--- src/rtl/pcb_pkg.sv ---
package pcb_pkg;
  localparam int BANKS  = 6;
  localparam int BANK_W = 4;
  localparam int SEL_W  = 3;
  localparam int FLAT_W = BANKS * BANK_W;

  typedef enum logic [1:0] {
    MODE_IN    = 2'd0,
    MODE_BIDIR = 2'd1,
    MODE_OUT   = 2'd2,
    MODE_OFF   = 2'd3
  } pin_mode_e;

  // pad driver on only for driving modes while the pin is enabled
  function automatic logic drives_pad(pin_mode_e m, logic dis);
    return ((m == MODE_OUT) || (m == MODE_BIDIR)) && !dis;
  endfunction

  function automatic logic [7:0] pack_read(logic [SEL_W-1:0] sel, logic [BANK_W-1:0] v);
    return {1'b0, sel, v};
  endfunction

  function automatic logic bank_valid(logic [SEL_W-1:0] b);
    return b < SEL_W'(BANKS);
  endfunction
endpackage

--- src/rtl/pcb_pin_slot.sv ---
module pcb_pin_slot
  import pcb_pkg::*;
(
  input  logic              clk,
  input  logic              rst_n,
  input  logic              wr_hit,
  input  logic [7:0]        wdata,
  output logic [FLAT_W-1:0] banks_o,
  output logic [SEL_W-1:0]  sel_o
);
  logic [BANK_W-1:0] bank_q [BANKS];
  logic [SEL_W-1:0]  sel_q;

  wire [SEL_W-1:0] tgt    = wdata[6:4];
  wire             store  = wdata[7];
  wire             accept = wr_hit && bank_valid(tgt);

  always_ff @(posedge clk) begin
    if (!rst_n) begin
      sel_q <= '0;
      for (int k = 0; k < BANKS; k++) bank_q[k] <= '0;
    end else if (accept) begin
      sel_q <= tgt;
      for (int k = 0; k < BANKS; k++)
        if (store && (tgt == SEL_W'(k))) bank_q[k] <= wdata[BANK_W-1:0];
    end
  end

  for (genvar k = 0; k < BANKS; k++) begin : g_flat
    assign banks_o[k*BANK_W +: BANK_W] = bank_q[k];
  end
  assign sel_o = sel_q;
endmodule

--- src/rtl/pcb_pad_decode.sv ---
module pcb_pad_decode
  import pcb_pkg::*;
(
  input  logic              clk,
  input  logic              rst_n,
  input  logic [FLAT_W-1:0] banks,
  input  logic              pad_in,
  output logic              oe,
  output logic              out_val,
  output logic              od,
  output logic              dis,
  output logic              level,
  output logic [2:0]        supply,
  output logic              men,
  output logic [2:0]        pull,
  output logic [1:0]        drive,
  output logic [2:0]        func,
  output logic              noninv
);
  wire [BANK_W-1:0] b0 = banks[0*BANK_W +: BANK_W];
  wire [BANK_W-1:0] b1 = banks[1*BANK_W +: BANK_W];
  wire [BANK_W-1:0] b2 = banks[2*BANK_W +: BANK_W];
  wire [BANK_W-1:0] b3 = banks[3*BANK_W +: BANK_W];
  wire [BANK_W-1:0] b4 = banks[4*BANK_W +: BANK_W];
  wire [BANK_W-1:0] b5 = banks[5*BANK_W +: BANK_W];

  pin_mode_e mode;
  assign mode = pin_mode_e'(b1[3:2]);

  logic sync1_q, sync2_q;
  always_ff @(posedge clk) begin
    if (!rst_n) begin
      sync1_q <= 1'b0;
      sync2_q <= 1'b0;
    end else begin
      sync1_q <= pad_in;
      sync2_q <= sync1_q;
    end
  end

  assign dis     = b3[0];
  assign oe      = drives_pad(mode, b3[0]);
  assign out_val = b1[0];
  assign od      = b1[1];
  assign level   = (mode == MODE_OUT) ? b1[0] : sync2_q;
  assign supply  = b0[3:1];
  assign men     = b0[0];
  assign pull    = b2[3:1];
  assign drive   = b3[3:2];
  assign func    = b4[3:1];
  assign noninv  = b5[3];
endmodule

--- src/rtl/pin_cfg_bank_array.sv ---
module pin_cfg_bank_array
  import pcb_pkg::*;
#(
  parameter int NUM_PINS = 4,
  parameter int ADDR_W   = 3
) (
  input  logic                  clk,
  input  logic                  rst_n,
  input  logic [ADDR_W-1:0]     bus_addr,
  input  logic [7:0]            bus_wdata,
  input  logic                  bus_we,
  input  logic                  bus_re,
  output logic [7:0]            bus_rdata,
  input  logic [NUM_PINS-1:0]   pad_in,
  output logic [NUM_PINS-1:0]   pad_oe,
  output logic [NUM_PINS-1:0]   pad_out,
  output logic [NUM_PINS-1:0]   pad_od,
  output logic [NUM_PINS-1:0]   pad_dis,
  output logic [NUM_PINS-1:0]   pin_level,
  output logic [3*NUM_PINS-1:0] supply_sel,
  output logic [NUM_PINS-1:0]   mode_en,
  output logic [3*NUM_PINS-1:0] pull_cfg,
  output logic [2*NUM_PINS-1:0] drive_str,
  output logic [3*NUM_PINS-1:0] alt_func,
  output logic [NUM_PINS-1:0]   irq_noninv
);
  logic [NUM_PINS-1:0] wr_hit;
  logic [FLAT_W-1:0]   banks_w [NUM_PINS];
  logic [SEL_W-1:0]    sel_w   [NUM_PINS];
  logic [7:0]          rd_next;

  for (genvar g = 0; g < NUM_PINS; g++) begin : g_pin
    assign wr_hit[g] = bus_we && (bus_addr == ADDR_W'(g));

    pcb_pin_slot u_slot (
      .clk     (clk),
      .rst_n   (rst_n),
      .wr_hit  (wr_hit[g]),
      .wdata   (bus_wdata),
      .banks_o (banks_w[g]),
      .sel_o   (sel_w[g])
    );

    pcb_pad_decode u_dec (
      .clk     (clk),
      .rst_n   (rst_n),
      .banks   (banks_w[g]),
      .pad_in  (pad_in[g]),
      .oe      (pad_oe[g]),
      .out_val (pad_out[g]),
      .od      (pad_od[g]),
      .dis     (pad_dis[g]),
      .level   (pin_level[g]),
      .supply  (supply_sel[3*g +: 3]),
      .men     (mode_en[g]),
      .pull    (pull_cfg[3*g +: 3]),
      .drive   (drive_str[2*g +: 2]),
      .func    (alt_func[3*g +: 3]),
      .noninv  (irq_noninv[g])
    );
  end

  // read mux: unmatched addresses leave zero
  always_comb begin
    rd_next = '0;
    for (int i = 0; i < NUM_PINS; i++)
      if (bus_addr == ADDR_W'(i))
        rd_next = pack_read(sel_w[i], banks_w[i][BANK_W*sel_w[i] +: BANK_W]);
  end

  always_ff @(posedge clk) begin
    if (!rst_n)      bus_rdata <= '0;
    else if (bus_re) bus_rdata <= rd_next;
  end
endmodule

--- config.mk ---
export PLATFORM = sky130hd
export DESIGN_NAME = pin_cfg_bank_array
export DESIGN_NICKNAME = d
export VERILOG_FILES = /design/src/rtl/pcb_pkg.sv /design/src/rtl/pcb_pin_slot.sv /design/src/rtl/pcb_pad_decode.sv /design/src/rtl/pin_cfg_bank_array.sv
export SDC_FILE = /design/constraint.sdc
export NUM_CORES = 1
export LEC_CHECK = 0
export ABC_AREA = 1
export CORE_ASPECT_RATIO = 1.25
export CORE_MARGIN = 5
export CORE_UTILIZATION = 40
export CTS_BUF_LIST = sky130_fd_sc_hd__clkbuf_8 sky130_fd_sc_hd__clkbuf_16
export CTS_CLUSTER_SIZE = 16
export DETAILED_ROUTE_END_ITERATION = 10
export GPL_ROUTABILITY_DRIVEN = 0
export RECOVER_POWER = 25
export SLEW_MARGIN = 20
export SYNTH_ARGS = -nofsm -noshare
export SYNTH_HDL_FRONTEND = slang
export SYNTH_HIERARCHICAL = 1
export SYNTH_SLANG_ARGS = --single-unit
--- constraint.sdc ---
create_clock -name clk -period 2.6 [get_ports clk]
set_input_delay 0.39 -clock clk [delete_from_list [all_inputs] [get_ports clk]]
set_output_delay 0.39 -clock clk [all_outputs]
set_load 0.01 [all_outputs]
# Yosys cells after proc, flatten, opt, wreduce, memory -nomap -nowiden
# Memories as Yosys holds them, arrays and structs flattened.
# Index checks and enable logic that the tools add are counted.
# Widths: inputs -> output; s select.
dict set report word_totals {
  elab_cells 201
  input_bits 19
  memories 4
  ff_bits 28
  ramBits 96
  output_inout_bits 80
}
dict set report classes {
  n_bitwise 24
  eq_ne 16
  n_shift 4
  n_mux 111
  n_reduce_logical 28
  n_lt_le_gt_ge 1
}
# memory words width read_ports rd_ports_with_merged_regs write_ports line
set memory_table {}
lappend memory_table {{g_pin[0].u_slot.bank_q} 6 4 6 0 6 pcb_pin_slot.sv:11} ;# logic [BANK_W-1:0] bank_q [BANKS];
lappend memory_table {{g_pin[1].u_slot.bank_q} 6 4 6 0 6 pcb_pin_slot.sv:11}
lappend memory_table {{g_pin[2].u_slot.bank_q} 6 4 6 0 6 pcb_pin_slot.sv:11}
lappend memory_table {{g_pin[3].u_slot.bank_q} 6 4 6 0 6 pcb_pin_slot.sv:11}
# op count
set ops {}
lappend ops {{$mux 4} 24}
lappend ops {{$shiftx 24x6->4} 4}
lappend ops {{$mux 1} 83}
lappend ops {{$mux 8} 3}
lappend ops {{$or 1x1->1} 24}
lappend ops {{$logic_and 1x1->1} 18}
lappend ops {{$eq 3x2->1 const B} 4}
lappend ops {{$eq 2x1->1 const B} 4}
lappend ops {{$eq 2x2->1 const B} 4}
lappend ops {{$mux 7} 1}
lappend ops {{$eq 3x1->1 const B} 2}
lappend ops {{$eq 3x3->1 const B} 2}
lappend ops {{$logic_not 3->1} 2}
lappend ops {{$logic_not 1->1} 4}
lappend ops {{$logic_or 1x1->1} 4}
lappend ops {{$lt 3x3->1 const B} 1}

# Logic depth before layout (Yosys ltp)
dict set report depth {
  depth_word 7
  mapped_depth 11
  ltp_nobuf 10
}

# Cells and area by module
# The synthesis kept the hierarchy.
# module instances cells_each seq_area_each_um2 area_each_um2
set by_module_without_submodules {}
lappend by_module_without_submodules {{pcb_pin_slot (g_pin[2].u_slot ...)} 2 100 780.7 1076.0}
lappend by_module_without_submodules {pin_cfg_bank_array 1 319 140.1 1556.5}
lappend by_module_without_submodules {{pcb_pin_slot (g_pin[0].u_slot)} 1 94 780.7 1059.8}
lappend by_module_without_submodules {{pcb_pin_slot (g_pin[1].u_slot)} 1 94 780.7 1052.3}
lappend by_module_without_submodules {pcb_pad_decode 4 29 40.0 210.2}

# Least setup slack after synthesis
# OpenSTA, ideal clock, no wires.
dict set report synth_path {
  path_kind {input -> register}
  from {input bus_addr[0]}
  to {memory g_pin[1].u_slot.bank_q[4][0] (enable)}
  path_buffers 0
  arrival_ns 1.406
  required_ns 2.239
  stages 6
  setup_time_ns 0.361
  setup_slack_ns 0.832
  cell_sequence {inv_1 -> nor2_2 -> nand2_1 -> nor2_1 -> nand3_1 -> o21ai_0}
}
# element line
set synth_rtl {}
lappend synth_rtl {{start, declared} pin_cfg_bank_array.sv:9} ;# input logic [ADDR_W-1:0] bus_addr,
lappend synth_rtl {{end, declared} pcb_pin_slot.sv:11}

==> impl_metrics.env <==
export IMPL_tightest_slew_ns=1.39
export IMPL_htree_levels=4
export IMPL_rr_worst_depth=6
export IMPL_synth_compound_area_share_pct=6.63
export IMPL_drive_gt1_share_pct=7.69
export IMPL_cts_clk_slew_worst_paths_ns=0.06
export IMPL_critPathLaunch="bus_addr[0]"
export IMPL_powerDensity_mw_per_mm2=622
export IMPL_holdBufCountCts=0
export IMPL_netlist_area_sq_mm=0.00666
export IMPL_synth_mux_area_fraction_pct=0
export IMPL_post_route_drc_count=0
export IMPL_hp_start="g_pin[2].u_dec/sync1_q$_SDFF_PN0_"
export IMPL_fin_crit_sh_pct=83.7
export IMPL_synth_simple_area_share_pct=25.7
export IMPL_r2r_end="bus_rdata[0]$_SDFFE_PN0P_"
export IMPL_drt_first_pass_iters=5
export IMPL_cts_tree="yes"
export IMPL_antenna_left=0
export IMPL_period_minus_slack_ns=2.18
export IMPL_hold_violations=0
export IMPL_drv_slew=0
export IMPL_arrival_ns=2.31
export IMPL_synth_top_family_by_area="simple AND/OR/NAND/NOR gates"
export IMPL_wl_per_cell_um=14.9
export IMPL_cts_repair_resized=0
export IMPL_min_to="g_pin[2].u_dec/sync2_q$_SDFF_PN0_"
export IMPL_coreArea_sq_mm=0.0163
export IMPL_maxCapViolCount=0
export IMPL_max_slew_margin_pct=7.34
export IMPL_synth_seq_cells=123
export IMPL_synthXorXnorAreaFrac_pct=0
export IMPL_tns_ns=0
export IMPL_layout_commonest_cell="nand2_1"
export IMPL_clk_latency_ns=0.41
export IMPL_syn_nets=846
export IMPL_design_die_area_sq_mm=0.0194
export IMPL_cp_data_required_time_ns=2.74
export IMPL_syn_avg_cell_area_sq_um=8.09
export IMPL_crit_chain="dlygate4sd3_1 -> inv_1 -> nor2_1 -> nand2_1 -> nor2_1 -> nand3_1 -> o21ai_0 -> buf_4"
export IMPL_ys_seq_area_share_pct=51.4
export IMPL_layout_common_cells="nand2_1 (191), nor2_1 (163), inv_1 (118)"
export IMPL_rows=52
export IMPL_layout_nets=907
export IMPL_wl_um=16600
export IMPL_finalSetupViolCount=0
export IMPL_vdd_drop_max_mv=0.418
export IMPL_cp_end_kind="flop"
export IMPL_instances_no_fill=1113
export IMPL_fmax_mhz=459
export IMPL_postSynthCellCount=823
export IMPL_grt_max_degree=72
export IMPL_numCtsBuffers=17
export IMPL_grt_pass1_wl_um=26100
export IMPL_clockBufferDepth=2
export IMPL_track_usage_pct=17.2
export IMPL_min_delay_path_depth=2
export IMPL_regToRegStartpoint="g_pin[3].u_slot/sel_o[0]$_SDFFE_PN0P_"
export IMPL_routed_via_density=4.64
export IMPL_path_common_cell="nor2_1"
export IMPL_overflow=0
export IMPL_root_buffer="clkbuf_16"
export IMPL_die_h_um=154
export IMPL_reg2reg_slack_ns=0.92
export IMPL_yosysUniqueCellTypes=28
export IMPL_area_growth_pct=20.6
export IMPL_slowest_delay_ns=0.54
export IMPL_leakage_nw=3.54
export IMPL_startpoint_type="input port"
export IMPL_antenna_cells=0
export IMPL_io_buffers=97
export IMPL_outcome="complete, no violations"
export IMPL_dr_total_vias=5168
export IMPL_initial_utilization_pct=41.0
export IMPL_skew_ns=0.00702
export IMPL_rsz0062_at_grt="no"
export IMPL_hp_class="flop to flop"
export IMPL_yosys_warnings=6
export IMPL_dp_hpwl_um=12300
export IMPL_worstSetupPathType="input port to flop"
export IMPL_die_w_um=125
export IMPL_first_global_vias=5073
export IMPL_place_inst=1081
export IMPL_drtIter0Drc=332
export IMPL_io_pins=99
export IMPL_cp_max_fo=5
export IMPL_cpMaxStageDelayCell="dlygate4sd3_1"
export IMPL_synth_adder_area_share_pct=0.751
export IMPL_clock_sinks=123
export IMPL_antenna_found_initial=1
export IMPL_postCtsSetupRepairBufs=0
==> worst max-delay path by stage <==
stage	to	slack [ns]	depth (start not counted)
floorplan	g_pin[1].u_slot/bank_q[4][0]$_SDFFCE_PN0P_	0.83	6
global placement	g_pin[1].u_slot/bank_q[3][3]$_SDFFCE_PN0P_	0.23	8
detailed placement	g_pin[0].u_slot/bank_q[0][1]$_SDFFCE_PN0P_	0.22	7
CTS	pad_oe[1]	0.42	4
global route	g_pin[1].u_slot/bank_q[2][3]$_SDFFCE_PN0P_	0.24	8
finish	g_pin[1].u_slot/bank_q[3][3]$_SDFFCE_PN0P_	0.42	8
==> metrics by stage <==
step | setup slack, ns | util, % | area [sq um] | total power [mW] | hold slack (ns)
global placement | 0.230 | 46.1 | 7500 | 2.84 | 0.394
CTS | 0.418 | 49.5 | 8060 | 5.06 | 0.411
floorplan | 0.832 | - | 6660 | 2.60 | 0.390
detailed placement | 0.219 | 46.1 | 7500 | 2.84 | 0.404
finish | 0.423 | 49.4 | 8030 | 4.99 | 0.410
global route | 0.241 | 49.4 | 8030 | 5.18 | 0.426
==> flip-flops by register name (all words and copies together), names as in the netlist <==
name / flops
g_pin.u_slot/bank_q: 96
bus_rdata: 7
g_pin.u_dec/sync2_q: 4
g_pin.u_slot/sel_o: 12
g_pin.u_dec/sync1_q: 4
==> area by class of cell <==
type	count	area, sq um
clock buffer	17	425
tap	216	270
timing repair buffer	120	1140
inverter	119	447
clock inverter	15	134
fill	1596	8230
multi-input combinational	503	2200
sequential	123	3420
==> per-layer routing <==
layer  share of wire, %  up-vias  global-route usage, %
li1                   -     2665                      -
met1                 42     2354                   20.3
met2                 52      129                   31.4
met3                5.0       18                   3.76
met4                1.2        2                   5.06
met5              0.078        -                      0
==> critical path, delay by kind of cell <==
family / cells / cell delay [ns]
compound gates: 1 / 0.20
buf+inv: 3 / 0.76
simple gates: 4 / 0.95
==> cell families (layout without fill, tap and decap cells) <==
family	after synthesis	after routing
AOI/OAI and AO/OA	76	76
adders and majority gates	4	4
buffers and inverters	197	271
DFF	123	123
other	1	1
and+or+nand+nor	422	422
==> synth_stat cells (all sizes together) <==
cell | instances | share of area (%)
nor2 | 166 | 9.6
inv | 119 | 6.7
a21o | 2 | 0.23
o21ai | 44 | 3.3
a21boi | 3 | 0.34
nand3 | 53 | 4.2
ha | 4 | 0.75
a21oi | 6 | 0.45
dfxtp | 27 | 8.1
clkbuf | 2 | 0.26
a211oi | 2 | 0.23
or2 | 12 | 1.1
o22ai | 3 | 0.28
edfxtp | 96 | 43
buf | 76 | 8.5
o21a | 4 | 0.45
o211ai | 12 | 1.4
conb | 1 | 0.056
nand2 | 191 | 11
==> power by group <==
part	internal [mW]	switching [mW]	leakage, nW
logic	0.215	0.293	2.13
clock network	1.39	0.830	0.272
registers	2.21	0.0574	1.13
Note: power is estimated with default switching activity, not from simulation.
